[src/rtl/tbw_pkg.sv]
package tbw_pkg;

    typedef enum logic {
        WALK_IDLE,
        WALK_EMIT
    } walk_state_e;

    // Bytes in one row of a sub-tile: four micro-tiles wide.
    function automatic int unsigned sub_pitch(int unsigned ut_w_log2, int unsigned bpp);
        return (32'd4 << ut_w_log2) * bpp;
    endfunction

endpackage

[src/rtl/tbw_piece_calc.sv]
// Combinational geometry of the piece under the cursor.
module tbw_piece_calc #(
    parameter int unsigned XW  = 14,
    parameter int unsigned SXL = 4,
    parameter int unsigned SYL = 4,
    localparam int unsigned UXW = XW - SXL + 2,
    localparam int unsigned UYW = XW - SYL + 2
) (
    input  logic [XW-1:0]  cx,
    input  logic [XW-1:0]  cy,
    input  logic [XW-1:0]  xe,
    input  logic [XW-1:0]  ye,
    output logic [SXL-1:0] ox,
    output logic [SYL-1:0] oy,
    output logic [SXL:0]   pw,
    output logic [SYL:0]   ph,
    output logic [UXW-1:0] utx,
    output logic [UYW-1:0] uty,
    output logic [XW-1:0]  nx,
    output logic [XW-1:0]  ny,
    output logic           last_col,
    output logic           last_row
);
    logic [SXL:0]  room_x;
    logic [SYL:0]  room_y;
    logic [XW-1:0] rem_x, rem_y;

    always_comb begin
        ox     = cx[SXL-1:0];
        oy     = cy[SYL-1:0];
        room_x = {1'b1, {SXL{1'b0}}} - {1'b0, ox};
        room_y = {1'b1, {SYL{1'b0}}} - {1'b0, oy};
        rem_x  = xe - cx;
        rem_y  = ye - cy;
        pw = (rem_x < {{(XW-SXL-1){1'b0}}, room_x}) ? rem_x[SXL:0] : room_x;
        ph = (rem_y < {{(XW-SYL-1){1'b0}}, room_y}) ? rem_y[SYL:0] : room_y;
        nx = {cx[XW-1:SXL] + 1'b1, {SXL{1'b0}}};
        ny = {cy[XW-1:SYL] + 1'b1, {SYL{1'b0}}};
        last_col = (nx >= xe);
        last_row = (ny >= ye);
        utx = {cx[XW-1:SXL], 2'b00};
        uty = {cy[XW-1:SYL], 2'b00};
    end
endmodule

[src/rtl/tbw_lin_accum.sv]
// Linear-buffer cursors: per-band column offset and band row base.
module tbw_lin_accum #(
    parameter int unsigned AW  = 32,
    parameter int unsigned SXL = 4,
    parameter int unsigned SYL = 4,
    parameter int unsigned BPP = 4
) (
    input  logic          clk,
    input  logic          rst,
    input  logic          clear,
    input  logic          step_col,
    input  logic          step_row,
    input  logic [SXL:0]  pw,
    input  logic [SYL:0]  ph,
    input  logic [AW-1:0] stride,
    output logic [AW-1:0] lin
);
    localparam logic [AW-1:0] BPP_A = AW'(BPP);

    logic [AW-1:0] col_off, row_base;
    logic [AW-1:0] pw_e, ph_e;

    assign pw_e = {{(AW-SXL-1){1'b0}}, pw};
    assign ph_e = {{(AW-SYL-1){1'b0}}, ph};

    always_ff @(posedge clk) begin
        if (rst || clear) begin
            col_off  <= '0;
            row_base <= '0;
        end else if (step_row) begin
            col_off  <= '0;
            row_base <= row_base + stride * ph_e;
        end else if (step_col) begin
            col_off  <= col_off + pw_e * BPP_A;
        end
    end

    assign lin = row_base + col_off;
endmodule

[src/rtl/tile_box_walker.sv]
module tile_box_walker #(
    parameter int unsigned CW        = 12,
    parameter int unsigned AW        = 32,
    parameter int unsigned UT_W_LOG2 = 2,
    parameter int unsigned UT_H_LOG2 = 2,
    parameter int unsigned BPP       = 4,
    localparam int unsigned SXL   = UT_W_LOG2 + 2,
    localparam int unsigned SYL   = UT_H_LOG2 + 2,
    localparam int unsigned XW    = CW + 2,
    localparam int unsigned UXW   = XW - UT_W_LOG2,
    localparam int unsigned UYW   = XW - UT_H_LOG2,
    localparam int unsigned PITCH = tbw_pkg::sub_pitch(UT_W_LOG2, BPP),
    localparam int unsigned PTW   = $clog2(PITCH + 1)
) (
    input  logic            clk,
    input  logic            rst,
    input  logic            start,
    input  logic [CW-1:0]   box_x,
    input  logic [CW-1:0]   box_y,
    input  logic [CW-1:0]   box_w,
    input  logic [CW-1:0]   box_h,
    input  logic [AW-1:0]   lin_stride,
    input  logic            d_ready,
    output logic            d_valid,
    output logic [SXL-1:0]  d_ox,
    output logic [SYL-1:0]  d_oy,
    output logic [SXL:0]    d_w,
    output logic [SYL:0]    d_h,
    output logic [UXW-1:0]  d_utx,
    output logic [UYW-1:0]  d_uty,
    output logic [AW-1:0]   d_lin,
    output logic [PTW-1:0]  d_pitch,
    output logic            busy,
    output logic            done
);
    import tbw_pkg::*;

    walk_state_e   state;
    logic [XW-1:0] cx, cy, xe, ye, bx;
    logic [AW-1:0] stride_q;
    logic          done_q;

    logic [XW-1:0] nx, ny;
    logic          last_col, last_row;
    logic          nonempty, accept, hs;

    assign nonempty = (box_w != '0) && (box_h != '0);
    assign accept   = (state == WALK_IDLE) && start && nonempty;
    assign hs       = (state == WALK_EMIT) && d_ready;

    tbw_piece_calc #(.XW(XW), .SXL(SXL), .SYL(SYL)) u_piece (
        .cx(cx), .cy(cy), .xe(xe), .ye(ye),
        .ox(d_ox), .oy(d_oy), .pw(d_w), .ph(d_h),
        .utx(d_utx), .uty(d_uty), .nx(nx), .ny(ny),
        .last_col(last_col), .last_row(last_row)
    );

    tbw_lin_accum #(.AW(AW), .SXL(SXL), .SYL(SYL), .BPP(BPP)) u_lin (
        .clk(clk), .rst(rst), .clear(accept),
        .step_col(hs && !last_col),
        .step_row(hs && last_col && !last_row),
        .pw(d_w), .ph(d_h), .stride(stride_q), .lin(d_lin)
    );

    always_ff @(posedge clk) begin
        if (rst) begin
            state    <= WALK_IDLE;
            done_q   <= 1'b0;
            cx       <= '0;
            cy       <= '0;
            xe       <= '0;
            ye       <= '0;
            bx       <= '0;
            stride_q <= '0;
        end else begin
            done_q <= 1'b0;
            case (state)
                WALK_IDLE: begin
                    if (start && !nonempty) begin
                        done_q <= 1'b1;
                    end else if (accept) begin
                        state    <= WALK_EMIT;
                        cx       <= {2'b00, box_x};
                        bx       <= {2'b00, box_x};
                        cy       <= {2'b00, box_y};
                        xe       <= {2'b00, box_x} + {2'b00, box_w};
                        ye       <= {2'b00, box_y} + {2'b00, box_h};
                        stride_q <= lin_stride;
                    end
                end
                WALK_EMIT: begin
                    if (d_ready) begin
                        if (!last_col) begin
                            cx <= nx;
                        end else if (!last_row) begin
                            cx <= bx;
                            cy <= ny;
                        end else begin
                            state  <= WALK_IDLE;
                            done_q <= 1'b1;
                        end
                    end
                end
                default: state <= WALK_IDLE;
            endcase
        end
    end

    assign d_valid = (state == WALK_EMIT);
    assign busy    = (state == WALK_EMIT);
    assign done    = done_q;
    assign d_pitch = PTW'(PITCH);
endmodule

[config.mk]
export PLATFORM = sky130hd
export DESIGN_NAME = tile_box_walker
export DESIGN_NICKNAME = d
export VERILOG_FILES = /design/src/rtl/tbw_pkg.sv /design/src/rtl/tbw_piece_calc.sv /design/src/rtl/tbw_lin_accum.sv /design/src/rtl/tile_box_walker.sv
export SDC_FILE = /design/constraint.sdc
export NUM_CORES = 1
export LEC_CHECK = 0
export BUFFER_PORTS_ARGS = -buffer_cell sky130_fd_sc_hd__buf_2
export CORE_MARGIN = 2
export CORE_UTILIZATION = 60
export CTS_BUF_LIST = sky130_fd_sc_hd__clkbuf_4 sky130_fd_sc_hd__clkbuf_8 sky130_fd_sc_hd__clkbuf_16
export DETAILED_ROUTE_END_ITERATION = 10
export PLACE_DENSITY = 0.81
export SKIP_LAST_GASP = 1
export SYNTH_ARGS = -nofsm -noshare
export SYNTH_HDL_FRONTEND = slang
export SYNTH_SLANG_ARGS = --single-unit
[constraint.sdc]
create_clock -name clk -period 10.1 [get_ports clk]
set_input_delay 0.505 -clock clk [delete_from_list [all_inputs] [get_ports clk]]
set_output_delay 0.505 -clock clk [all_outputs]
set_load 0.005 [all_outputs]
### Word-level counts from Yosys, hierarchy flattened

Index checks and enable logic that the tools add are counted.

* register bits: 166
* latch bits: 0
* RAM bits: 0
* memory bits (read-only): 0
* input bits: 84
* memories kept: 0

* $add $sub $neg: 11
* multiply operators: 1
* divide/modulo/power cells: 0
* $lt $le $gt $ge: 4
* equal/unequal tests: 6
* shift operators: 0
* multiplexer cells: 25
* bitwise logic cells: 2
* reduce and logical (&&, ||, !) cells: 18

Operators with widths (count)
* $mux W14: 10
* $add A32 B32 Y32: 2
* $pmux W14 S2: 2
* $add A32 B7 Y32: 1
* $mul A32 B5 Y32: 1
* $ge A14 B14 Y1: 2
* $lt A14 B5 Y1: 2
* $sub A14 B14 Y14: 2
* $add A12 B12 Y13: 2
* $reduce_bool A12 Y1: 2
* $add A10 B1 Y10 const B: 2
* $mux W5: 2
* $sub A5 B4 Y5 const A: 2
* $mux W1: 9
* $logic_and A1 B1 Y1: 8
* $ne A2 B2 Y1 const B: 3
* $reduce_and A5 Y1: 1
* $ne A2 B1 Y1 const B: 2
* $pmux W1 S2: 2
* $reduce_and A4 Y1: 1
* $logic_not A1 Y1: 3
* $ne A3 B3 Y1 const B: 1
* $reduce_and A3 Y1: 1
* $not A1 Y1: 2
* other kinds (2): 2

### Depth between registers and ports, before layout

* depth after elaboration: 6
* gate-level depth with buffers: 36
* mapped depth without buffers: 35

### Cells and area by module

A second synthesis with hierarchy kept.

* cell total of the unflattened synthesis: 2117
* area, all modules: 17315.4 sq um

Modules (own cells, without submodules)
* tbw_lin_accum: instances 1, cells each 1105, area an instance 9292.7 sq um, seq. area each 1241.2 sq um
* tile_box_walker: instances 1, cells each 623, area an instance 5208.7 sq um, seq. area each 2001.9 sq um
* tbw_piece_calc: instances 1, cells each 389, area an instance 2813.9 sq um, seq. area each 0.0 sq um

### Worst setup path after synthesis

OpenSTA, ideal clock, no wires.

* path kind: register to register
* start: register cy[0]
* end: register u_lin.row_base[24]
* setup time: 132 ps
* arrival: 7634 ps
* required time: 9968 ps
* path slack: 2333 ps
* stages on the path, launching flop included: 32
* cells stage by stage: dfxtp_1 -> ha_1 -> fa_1 -> nand2b_1 -> a21oi_1 -> xnor2_1 -> ha_1 -> o2111ai_1 -> nand3_1 -> a2111o_1 -> nor4_4 -> nand3_2 -> mux2_2 -> clkbuf_1 -> nand2_1 -> fa_1 -> fa_1 -> fa_1 -> inv_1 -> ha_1 -> a21o_1 -> a21oi_1 -> o21bai_1 -> a21oi_1 -> o21bai_1 -> a21oi_1 -> o31ai_1 -> a211oi_1 -> nor4_1 -> or4_1 -> nand3_1 -> a21oi_1

* word-level cells in the longest chain between the ends: 5

RTL lines
* from (decl): line tile_box_walker.sv:39 `logic [XW-1:0] cx, cy, xe, ye, bx;`
* from (signal assigned): line tile_box_walker.sv:85 `cy <= {2'b00, box_y};`
* from (signal assigned): line tile_box_walker.sv:97 `cy <= ny;`
* $sub A14 B14 Y14 / $sub A5 B4 Y5 (equally long branches): line tbw_piece_calc.sv:34, tbw_piece_calc.sv:32
* $lt A14 B5 Y1: line tbw_piece_calc.sv:36 `ph = (rem_y < {{(XW-SYL-1){1'b0}}, room_y}) ? rem_y[SYL:0] : room_y;`
* $mux W5 (*): line tbw_piece_calc.sv:36
* via d_h[4]: line tile_box_walker.sv:28 `output logic [SYL:0] d_h,`
* $mul A32 B5 Y32 (*): line tbw_lin_accum.sv:32 `row_base <= row_base + stride * ph_e;`
* $add A32 B32 Y32 (*): line tbw_lin_accum.sv:32
* to (signal assigned): line tbw_lin_accum.sv:32
* to (decl): line tbw_lin_accum.sv:20 `logic [AW-1:0] col_off, row_base;`

The timed path passes the listed nets; every way through them passes the cells marked *.
A chain may end at the register's enable or synchronous reset.

### Worst setup path in the final report

* start: register ye[0]
* end: register u_lin.row_base[24]

* word-level cells in the longest chain between the ends: 5

RTL lines
* from (decl): line tile_box_walker.sv:39
* from (signal assigned): line tile_box_walker.sv:87 `ye <= {2'b00, box_y} + {2'b00, box_h};`
* $sub A14 B14 Y14: line tbw_piece_calc.sv:34 `rem_y = ye - cy;`
* $lt A14 B5 Y1: line tbw_piece_calc.sv:36
* $mux W5: line tbw_piece_calc.sv:36
* $mul A32 B5 Y32: line tbw_lin_accum.sv:32
* $add A32 B32 Y32: line tbw_lin_accum.sv:32

Several ways; a longest one is shown, not always the timed one.

==> impl_metrics.tcl <==
set metrics [dict create \
    synth_sequential_area_ratio 0.198 \
    postSynthAreaPerCell_um2 7.84 \
    ys_seq_elements 162 \
    worst_reg2reg_endpoint "u_lin.row_base[24]" \
    rrSetupSlack_ns 1.20 \
    vias 14600 \
    worst_r2r_startpoint "ye[0]" \
    dominantRegCellSynth "dfxtp_1" \
    rsz_0062_raised_after_global_routing "false" \
    final_ant_viol_nets 0 \
    synth_async_sr_flop_share 0 \
    critical_path_arrival_ns 9.20 \
    grt_remaining_overflow 0 \
    hold_viol_final 0 \
    required_ns 10.40 \
    grt_pass1_vias 14700 \
    fin_crit_ns 8.90 \
    cts_made_buffers 17 \
    crit_path_max_incr_delay_ns 0.71 \
    tightestPinTransition_ns 1.02 \
    fmax_achieved_mhz 112 \
    path_max_fanout 17 \
    nets 2554 \
    cts_root_buffer "clkbuf_16" \
    post_cts.resized_instances 0 \
    final.setup_skew_ns 0.0194 \
    mappedNetlistArea_mm2 0.0164 \
    synth.top_cells.by_area "dfxtp_1, fa_1, ha_1" \
    grt_start_max_net_pins 86 \
    cts_htree_levels 4 \
    setup_buffers_after_cts 0 \
    detailedRoute.firstPassIterationCount 6 \
    fin_max_slew_vios 0 \
    worst_ir_drop_vdd_uv 104 \
    holdPathStages 3 \
    reg2regPathDepth 32 \
    grt_antenna_before_repair 3 \
    final.period_utilization 0.881 \
    drc_errors 0 \
    max_slew_margin 0.321 \
    post_route_cell_area_mm2 0.0179 \
    core.rowCount 60 \
    sequential_cell_area_mm2 0.00324 \
    tritoncts "yes" \
    yosys.area.top_type_share 0.198 \
    synthCells 2087 \
    filler_cell_count 2342 \
    cp_slowest_cell "o21ai_2" \
    postCtsHoldBufs 0 \
    starting_density 0.609 \
    place_hpwl_mm 32.4 \
    multi_input_area_mm2 0.0118 \
    yosys_warnings 0 \
    leakage_nw 8.42 \
    dpl-instance-area_mm2 0.0173 \
    worst-setup-path-type "reg2reg" \
    grt_pass1_wl_mm 70.8 \
    synthDominantAreaCellType "dfxtp_1" \
    synth_edf_count 0 \
    layout-area-overhead-vs-synth_pct 9.42 \
    core_outline_area_mm2 0.0269 \
    post_drt_wl_per_cell_um 16.4 \
    start_kind "flip-flop" \
    place.port_buffers 156 \
    p_per_area_mw_per_mm2 127 \
    status "completed" \
    insertion_delay_ns 0.44 \
    setup_tns_ns 0 \
    drive_above_1_share 0.105 \
    place.gp.congestion 0.920 \
    critical_path_origin "ye[0]" \
    iter_0_drt_violations 1054 \
    wl_mm 41.9 \
    max-clock-path-buffers 2 \
    route.detailed.vias_per_inst 5.72 \
    max-cap-violations 0 \
    critical_path.endpoint "u_lin.row_base[24]" \
    die_w_um 169 \
    tritoncts_num_sinks 162 \
    end_kind "flip-flop" \
    floorplan.die.height_um 169 \
    setup_viol 0 \
    i_o_pins 168 \
    utilization_after_layout 0.666 \
    die-area_mm2 0.0286 \
    worst_setup_hold_path_clk_slew_ns 0.08 \
    globalRouteTotalUtil 0.304 \
    worstHoldPathType "in2reg" \
    synth_cell_type_count 78 \
]
-- placed cells by master, fill, tap and decap left out, types with 17 or more instances in the layout --
master,instances
nand2_1,292
inv_1,269
a21oi_1,184
dfxtp_1,161
buf_2,155
ha_1,151
nor2_1,135
fa_1,119
and2_1,113
xnor2_1,88
o21ai_0,62
nand3_1,41
a21o_1,37
xor2_1,34
nor3_1,32
nor2b_1,31
a211oi_1,26
mux2i_1,20
o21bai_1,18
clkbuf_16,17
-- sequential cells by signal, indices dropped and copies added, names as in the netlist, 12 cells and up --
| name | flops |
|---|---|
| cx | 14 |
| u_lin.row_base | 32 |
| u_lin.col_off | 30 |
| ye | 13 |
| cy | 14 |
| stride_q | 32 |
| bx | 12 |
| xe | 13 |
-- kinds of logic (layout without fill, tap and decap cells) --
group                    after synthesis  in the layout  share of synthesized area
AND/OR/NAND/NOR                      735            735                      0.214
AO/OA/AOI/OAI                        420            420                      0.158
buffers and inverters                349            466                     0.0850
adder cells (fa/ha/maj)              270            270                      0.261
flip-flops                           162            162                      0.198
XOR/XNOR                             122            122                     0.0653
multiplexers                          27             27                     0.0173
other                                  2             13                   0.000459
-- layout make-up --
cell class                      count  area share
Antenna cell                        2    0.000279
Clock buffer                       17      0.0238
Clock inverter                     15     0.00908
Inverter                          269      0.0564
Multi-Input combinational cell   1585       0.658
Sequential cell                   162       0.181
Tap cell                          341      0.0238
Timing Repair Buffer              165      0.0475
-- critical path: cells and delay by family (launching register included) --
family,cells,cell delay (ns)
and+or+nand+nor,8,1.82
buffers and inverters,2,0.39
xor gates and xnor gates,1,0.25
DFF,1,0.37
adders and majority gates,8,2.61
AOI/OAI and AO/OA,13,3.31
-- report_power, final --
group          switching (W)  internal, W  leakage, nW  total, W
combinational       0.000527     0.000355         6.81  0.000882
clock               0.000330     0.000333        0.291  0.000663
sequential         0.0000569     0.000675         1.32  0.000732
total               0.000914      0.00136         8.42   0.00228
-- synthesized netlist by cell type, drive strengths merged, types with 3 or more instances --
master,n
and3,14
o21a,6
o22ai,7
and4,5
a22oi,6
a211oi,26
a2111o,3
nand2b,12
nor2,135
nand2,294
nand3,43
ha,151
nor3b,5
o21ai,65
nand4,12
mux2,7
inv,269
o41ai,3
xnor2,88
nor4,14
o2111ai,3
or2,5
or3,10
a21oi,184
buf,18
o211ai,8
a311oi,3
dfxtp,162
xor2,34
o21bai,18
nor2b,31
a21boi,13
a21o,38
clkbuf,62
and2,114
a31oi,7
nor3,34
o31ai,10
fa,119
mux2i,20
-- metal layers --
layer | track usage | part of all wire | wire length, um | vias to the layer above
met1 | 0.370 | 0.42 | 17600 | 6972
met4 | 0.130 | 0.041 | 1710 | 2
met2 | 0.536 | 0.49 | 20400 | 450
met5 | 0 | 0.00031 | 13 | -
met3 | 0.0452 | 0.052 | 2180 | 102
li1 | - | - | - | 7103
-- metrics by stage --
stage	cells	hold slack (ns)	power (W)	setup WS, ns
3_5_place_dp	2522	0.448	0.00161	1.36
2_1_floorplan	2096	0.437	0.00139	2.33
3_3_place_gp	2522	0.442	0.00158	1.70
5_1_grt	2555	0.297	0.00243	0.540
4_1_cts	2554	0.287	0.00228	1.31
6_report	2556	0.296	0.00228	1.20
-- worst min-delay path by stage --
stage                   end           start  slack (ns)
2_1_floorplan         bx[0]           bx[0]        0.44
3_3_place_gp         bx[10]          bx[10]        0.44
3_5_place_dp          bx[1]           bx[1]        0.45
4_1_cts        stride_q[31]  lin_stride[31]        0.29
5_1_grt         stride_q[3]   lin_stride[3]        0.30
6_report       stride_q[12]  lin_stride[12]        0.30
Note: power is estimated with default switching activity, not from simulation.
